<file path="src/rtl/phy_cr_pkg.sv">
package phy_cr_pkg;

    typedef enum logic [1:0] {
        OP_ADDR  = 2'd0,
        OP_WRITE = 2'd1,
        OP_READ  = 2'd2,
        OP_NONE  = 2'd3
    } op_e;

    typedef enum logic [3:0] {
        S_IDLE,
        S_ADDR_CAP,
        S_ADDR_REL,
        S_WDAT_CAP,
        S_WDAT_REL,
        S_WSTB_SET,
        S_WSTB_REL,
        S_RSTB_SET,
        S_RSTB_REL
    } state_e;

endpackage

</file>
<file path="src/rtl/phy_cr_ack_sync.sv">
module phy_cr_ack_sync #(
    parameter int STAGES = 2
) (
    input  logic clk,
    input  logic rst_n,
    input  logic async_i,
    output logic sync_o
);

    logic [STAGES-1:0] chain_q;

    always_ff @(posedge clk) begin
        if (!rst_n) begin
            chain_q <= '0;
        end else begin
            chain_q <= {chain_q[STAGES-2:0], async_i};
        end
    end

    assign sync_o = chain_q[STAGES-1];

endmodule

</file>
<file path="src/rtl/phy_cr_wait_timer.sv">
module phy_cr_wait_timer #(
    parameter int INTERVAL  = 25000,
    parameter int MAX_RETRY = 100
) (
    input  logic clk,
    input  logic rst_n,
    input  logic active_i,
    input  logic restart_i,
    input  logic ack_i,
    input  logic ack_exp_i,
    output logic hit_o,
    output logic expire_o
);

    localparam int IW = (INTERVAL > 1) ? $clog2(INTERVAL) : 1;
    localparam int CW = $clog2(MAX_RETRY + 1) + 1;

    logic [IW-1:0] ivl_q;
    logic [CW-1:0] chk_q;
    logic          sample;
    logic          level_ok;

    assign sample   = active_i && (ivl_q == '0);
    assign level_ok = (ack_i == ack_exp_i);
    assign hit_o    = sample && level_ok;
    assign expire_o = sample && !level_ok && (chk_q == CW'(MAX_RETRY));

    always_ff @(posedge clk) begin
        if (!rst_n || restart_i) begin
            ivl_q <= '0;
            chk_q <= '0;
        end else if (active_i) begin
            if (sample) begin
                ivl_q <= IW'(INTERVAL - 1);
                chk_q <= chk_q + 1'b1;
            end else begin
                ivl_q <= ivl_q - 1'b1;
            end
        end
    end

    // never more than MAX_RETRY+1 samples in one step
    a_r5_retry_bound: assert property (@(posedge clk) disable iff (!rst_n)
        chk_q <= CW'(MAX_RETRY));

    // after a missed sample the next one is INTERVAL cycles away
    a_r5_interval_gap: assert property (@(posedge clk) disable iff (!rst_n)
        (sample && !level_ok && !expire_o && !restart_i) |=> (ivl_q == IW'(INTERVAL - 1)));

endmodule

</file>
<file path="src/rtl/phy_cr_seq.sv">
module phy_cr_seq
    import phy_cr_pkg::*;
#(
    parameter int DATA_W    = 16,
    parameter int INTERVAL  = 25000,
    parameter int MAX_RETRY = 100,
    parameter int SYNC_FF   = 2
) (
    input  logic              clk,
    input  logic              rst_n,
    input  logic              cmd_valid,
    input  logic [1:0]        cmd_op,
    input  logic [DATA_W-1:0] cmd_operand,
    output logic              busy,
    output logic              done,
    output logic              error,
    output logic [DATA_W-1:0] rd_data,
    output logic [DATA_W-1:0] phy_bus,
    output logic              cap_addr,
    output logic              cap_data,
    output logic              wr_stb,
    output logic              rd_stb,
    input  logic              phy_ack,
    input  logic [DATA_W-1:0] phy_status
);

    state_e            state_q, state_d;
    op_e               op_in;
    logic [DATA_W-1:0] operand_q;
    logic [DATA_W-1:0] rd_data_q;
    logic              done_q, error_q;
    logic              ack_s, ack_exp;
    logic              accept, hit, expire, active, last_step;

    assign op_in  = op_e'(cmd_op);
    assign active = (state_q != S_IDLE);
    assign accept = !active && cmd_valid && (op_in != OP_NONE);

    phy_cr_ack_sync #(.STAGES(SYNC_FF)) i_sync (
        .clk     (clk),
        .rst_n   (rst_n),
        .async_i (phy_ack),
        .sync_o  (ack_s)
    );

    phy_cr_wait_timer #(.INTERVAL(INTERVAL), .MAX_RETRY(MAX_RETRY)) i_timer (
        .clk       (clk),
        .rst_n     (rst_n),
        .active_i  (active),
        .restart_i (accept || hit || expire),
        .ack_i     (ack_s),
        .ack_exp_i (ack_exp),
        .hit_o     (hit),
        .expire_o  (expire)
    );

    // next-state logic
    always_comb begin
        state_d = state_q;
        if (state_q == S_IDLE) begin
            if (accept) begin
                unique case (op_in)
                    OP_ADDR:  state_d = S_ADDR_CAP;
                    OP_WRITE: state_d = S_WDAT_CAP;
                    default:  state_d = S_RSTB_SET;
                endcase
            end
        end else if (expire) begin
            state_d = S_IDLE;
        end else if (hit) begin
            unique case (state_q)
                S_ADDR_CAP: state_d = S_ADDR_REL;
                S_WDAT_CAP: state_d = S_WDAT_REL;
                S_WDAT_REL: state_d = S_WSTB_SET;
                S_WSTB_SET: state_d = S_WSTB_REL;
                S_RSTB_SET: state_d = S_RSTB_REL;
                default:    state_d = S_IDLE;
            endcase
        end
    end

    assign last_step = (state_q == S_ADDR_REL) || (state_q == S_WSTB_REL) ||
                       (state_q == S_RSTB_REL);

    // state and result registers
    always_ff @(posedge clk) begin
        if (!rst_n) begin
            state_q   <= S_IDLE;
            operand_q <= '0;
            rd_data_q <= '0;
            done_q    <= 1'b0;
            error_q   <= 1'b0;
        end else begin
            state_q <= state_d;
            done_q  <= hit && last_step;
            error_q <= expire;
            if (accept) begin
                operand_q <= cmd_operand;
            end
            if (hit && (state_q == S_RSTB_SET)) begin
                rd_data_q <= phy_status;
            end
        end
    end

    // PHY-side outputs per state
    always_comb begin
        phy_bus  = '0;
        cap_addr = 1'b0;
        cap_data = 1'b0;
        wr_stb   = 1'b0;
        rd_stb   = 1'b0;
        ack_exp  = 1'b0;
        unique case (state_q)
            S_ADDR_CAP: begin phy_bus = operand_q; cap_addr = 1'b1; ack_exp = 1'b1; end
            S_ADDR_REL: begin phy_bus = operand_q; end
            S_WDAT_CAP: begin phy_bus = operand_q; cap_data = 1'b1; ack_exp = 1'b1; end
            S_WDAT_REL: begin phy_bus = operand_q; end
            S_WSTB_SET: begin phy_bus = operand_q; wr_stb = 1'b1; ack_exp = 1'b1; end
            S_RSTB_SET: begin rd_stb = 1'b1; ack_exp = 1'b1; end
            default:    begin end
        endcase
    end

    assign busy    = active;
    assign done    = done_q;
    assign error   = error_q;
    assign rd_data = rd_data_q;

    // strobes mutually exclusive
    a_r8_strobe_excl: assert property (@(posedge clk) disable iff (!rst_n)
        $onehot0({cap_addr, cap_data, wr_stb, rd_stb}));

    // done and error are single pulses, never together
    a_r9_done_pulse: assert property (@(posedge clk) disable iff (!rst_n)
        done |=> !done);
    a_r9_error_pulse: assert property (@(posedge clk) disable iff (!rst_n)
        error |=> !error);
    a_r9_excl: assert property (@(posedge clk) disable iff (!rst_n)
        !(done && error));

    // an abort leaves the PHY side quiet
    a_r6_abort_quiet: assert property (@(posedge clk) disable iff (!rst_n)
        error |-> (!busy && (phy_bus == '0) && !cap_addr && !cap_data && !wr_stb && !rd_stb));

    // read data moves only while the read strobe is up
    a_r4_rd_hold: assert property (@(posedge clk) disable iff (!rst_n)
        !rd_stb |=> $stable(rd_data));

    // a command during busy does not disturb the operand
    a_r7_operand_hold: assert property (@(posedge clk) disable iff (!rst_n)
        (busy && $past(busy)) |-> $stable(operand_q));

endmodule

</file>
<file path="config.mk">
export PLATFORM = sky130hd
export DESIGN_NAME = phy_cr_seq
export DESIGN_NICKNAME = d
export VERILOG_FILES = /design/src/rtl/phy_cr_pkg.sv /design/src/rtl/phy_cr_ack_sync.sv /design/src/rtl/phy_cr_wait_timer.sv /design/src/rtl/phy_cr_seq.sv
export SDC_FILE = /design/constraint.sdc
export NUM_CORES = 1
export LEC_CHECK = 0
export CELL_PAD_IN_SITES_DETAIL_PLACEMENT = 0
export CELL_PAD_IN_SITES_GLOBAL_PLACEMENT = 2
export CORE_MARGIN = 1.5
export CORE_UTILIZATION = 30
export CTS_CLUSTER_DIAMETER = 50
export CTS_CLUSTER_SIZE = 16
export DETAILED_ROUTE_END_ITERATION = 12
export PLACE_DENSITY_LB_ADDON = 0.1
export SKIP_CTS_REPAIR_TIMING = 1
export SYNTH_ARGS = -nofsm -noshare
export SYNTH_HDL_FRONTEND = slang
export SYNTH_SLANG_ARGS = --single-unit
export TNS_END_PERCENT = 50
</file>
<file path="constraint.sdc">
create_clock -name clk -period 4.2 [get_ports clk]
set_input_delay 0.84 -clock clk [delete_from_list [all_inputs] [get_ports clk]]
set_output_delay 0.84 -clock clk [all_outputs]
set_load 0.01 [all_outputs]
</file>
==> flow_summary_export.csv <==
group,metric,value,unit
run_status,status,"finished clean",
cells_and_area,area_growth,36.29,%
grt,antenna_found_initial,0,
worst_hold_path,hold_class,"reg2reg",
timing,finClkSkew,8.600,ps
grt,grt-ovfl-total,0,
worst_setup_path,worst-path-max-fanout,16,
worst_setup_path,worstPathRequired,3360,ps
timing,slew_headroom,29.77,%
clocking,cts_tree,"built",
routing,final_antenna_net_count,0,
clocking,cts.htree.levels,3,
die,rows,35,
logic_synthesis,seq_area_frac_synth,44.72,%
grt,grt_pass1_vias,2279,
timing,period_needed,3311,ps
cells_and_area,finalInstanceArea,3844,um2
place,post-place-ws,1183,ps
timing,fin_tns_setup,0,ps
logic_synthesis,syn-mean-instance-area,8.786,um2
power_and_ir_drop,total_power,2.167,mW
cells_and_area,final_cells,508,
worst_setup_path,start_kind,"flip-flop",
clocking,ctsRootBufferMaster,"clkbuf_8",
timing,fmax,302.0,MHz
logic_synthesis,synth_flop_cell,"dfxtp_1",
logic_synthesis,yosys_register_bits,63,
worst_setup_path,max_stage_delay,690,ps
die,initial_core_util,30.67,%
clocking,clock-sinks,63,
timing,tightest_slew,1052,ps
routing,route.detailed.drc,0,
timing,finalHoldViolCount,0,
logic_synthesis,synth_nets,363,
worst_setup_path,critPathKind,"reg2out",
timing,fin_crit_sh,78.83,%
routing,via_count,2385,
logic_synthesis,ys_types,45,
routing,routed_wl,6998,um
grt,grtUsageMet3,4.457,%
grt,grt-busiest-layer,"met2",
routing,firstDrtPassIters,4,
power_and_ir_drop,power_density,563.7,nW/um2
grt,grt_pass1_wl,11570,um
worst_setup_path,cp-end-kind,"primary output",
cells_and_area,layout-drive-gt1-share,6.549,%
timing,worst_slack,889.0,ps
routing,drtIter0Drc,71,
timing,slew_viol_final,0,
timing,hold_ws,446.3,ps
timing,setup_viol,0,
cells_and_area,nets,434,
place,gp_congestion,0.7636,
logic_synthesis,synthArstFlopShare,0,%
logic_synthesis,synth_edf_count,0,
logic_synthesis,syn-cell-area,2820,um2
die,die_h,99.96,um
clocking,insertion_delay,330,ps
place,port_buffers,76,
worst_setup_path,path_cells,"nor2_1 -> a21oi_1 -> and2_1 -> clkdlybuf4s50_1",
grt,grtUsageTotal,14.70,%
place,dp.cells,492,
routing,wire_per_inst,13.78,um
timing,rsz0062_at_grt,"no",
die,boundaryPins,77,
cells_and_area,num-fill-cells,954,
grt,grt_max_degree,34,
clocking,clk_pin_slew,70,ps
die,dieArea,9991,um2
place,postPlaceCellArea,3652,um2
logic_synthesis,yosys_warnings,0,
power_and_ir_drop,peakVddDrop,0.2690,mV
cells_and_area,utilization,41.80,%
worst_setup_path,cp.arrival,2470,ps
die,core,9196,um2
power_and_ir_drop,leakagePower,1.517,nW
cells_and_area,antenna_cells,0,
logic_synthesis,syn_inst,321,
die,chipWidth,99.96,um
routing,avgViaCountPerCell,4.695,
grt,met2_usage,23.91,%
grt,grt_util_met1,18.99,%
clocking,cts_buffer_depth,2,
place,place_hpwl,4898,um
run,max_cap_viol_count,0,
clocking,numCtsBuffers,9,
worst_setup_path,slowest_stage,"a21oi_1",
[where the power goes]
| part | switching [mW] | total [mW] | leakage [nW] | internal [mW] |
|---|---|---|---|---|
| registers | 0.0882 | 0.775 | 0.512 | 0.687 |
| clock network | 0.231 | 0.521 | 0.0936 | 0.290 |
| logic | 0.515 | 0.870 | 0.911 | 0.355 |
| total | 0.835 | 2.17 | 1.52 | 1.33 |
[area by class of cell]
| type | instances | area (um2) | area share [%] |
|---|---|---|---|
| multi-input combinational | 232 | 1446 | 37.63 |
| timing repair buffer | 78 | 775.7 | 20.18 |
| sequential | 63 | 1261 | 32.81 |
| clock buffer | 13 | 148.9 | 3.874 |
| clock inverter | 3 | 42.54 | 1.107 |
| inverter | 8 | 30.03 | 0.7812 |
| tap | 111 | 138.9 | 3.613 |
[cell usage after synthesis (all sizes together) (4+ instances only)]
cell,number,area share [%]
nand4,6,2.4
xor2,11,3.4
dfxtp,63,45
inv,8,1.1
a21oi,24,4.4
xnor2,6,1.9
and2,19,4.3
buf,6,1.3
ha,4,1.8
nor4,7,2.3
mux2i,19,6.7
nand3,7,1.2
nor3,8,1.8
nand2,45,6.0
clkbuf,12,1.6
nor2,41,5.5
[path summary, 6_finish.rpt]
kind / start / end / slack [ps] / cells after the start
setup reg to reg: state_q[3] / i_timer.ivl_q[1] / 1650 / 5
setup / recovery: state_q[1] / phy_bus[13] / 890 / 4
hold / removal: i_sync.chain_q[0] / i_sync.chain_q[1] / 450 / 1
hold reg to reg: i_sync.chain_q[0] / i_sync.chain_q[1] / 450 / 1
[flip-flops by register name, indices dropped and copies added, names as in the netlist]
name / count
operand_q: 16
rd_data: 16
i_timer.ivl_q: 15
i_timer.chk_q: 8
state_q: 4
i_sync.chain_q: 2
done: 1
error: 1
[logic make-up after synthesis]
kind of cell / Yosys count / synth area share (%)
muxes: 19 / 6.743
adders and majority gates: 4 / 1.775
and+or+nand+nor: 153 / 28.84
buffers and inverters: 26 / 3.993
xor gates and xnor gates: 17 / 5.279
AOI/OAI and AO/OA: 39 / 8.651
DFF: 63 / 44.72
[layout by cell type (no fill, tap or decap), drive strengths merged, types with 2 or more instances in the layout]
cell type      Yosys  routed
nand2b             3       3
and3               3       3
nor3               8       8
nand2             45      45
clkbuf            12      13
a211oi             2       2
nand4              6       6
or4                2       2
xor2              11      11
or3                3       3
a311oi             3       3
nor2              41      41
clkdlybuf4s50      0      76
dfxtp             63      63
and2              19      19
nand3              7       7
nand3b             3       3
nor4               7       7
mux2i             19      19
ha                 4       4
inv                8       8
o21ai              3       3
a21oi             24      24
xnor2              6       6
nor3b              2       2
buf                6       2
[worst max-delay path: cells and delay by family (launching register included)]
| family | cells | cell delay, ps |
|---|---|---|
| and+or+nand+nor | 2 | 350 |
| DFF | 1 | 570 |
| buffers and inverters | 1 | 540 |
| AOI/OAI and AO/OA | 1 | 690 |
[routing by layer]
| layer | up-vias | part of all wire [%] |
|---|---|---|
| li1 | 1234 | - |
| met4 | 0 | 0.70 |
| met3 | 5 | 4.1 |
| met1 | 1101 | 48 |
| met5 | - | 0 |
| met2 | 45 | 47 |
No activity file was read; power rests on OpenSTA's default activity.
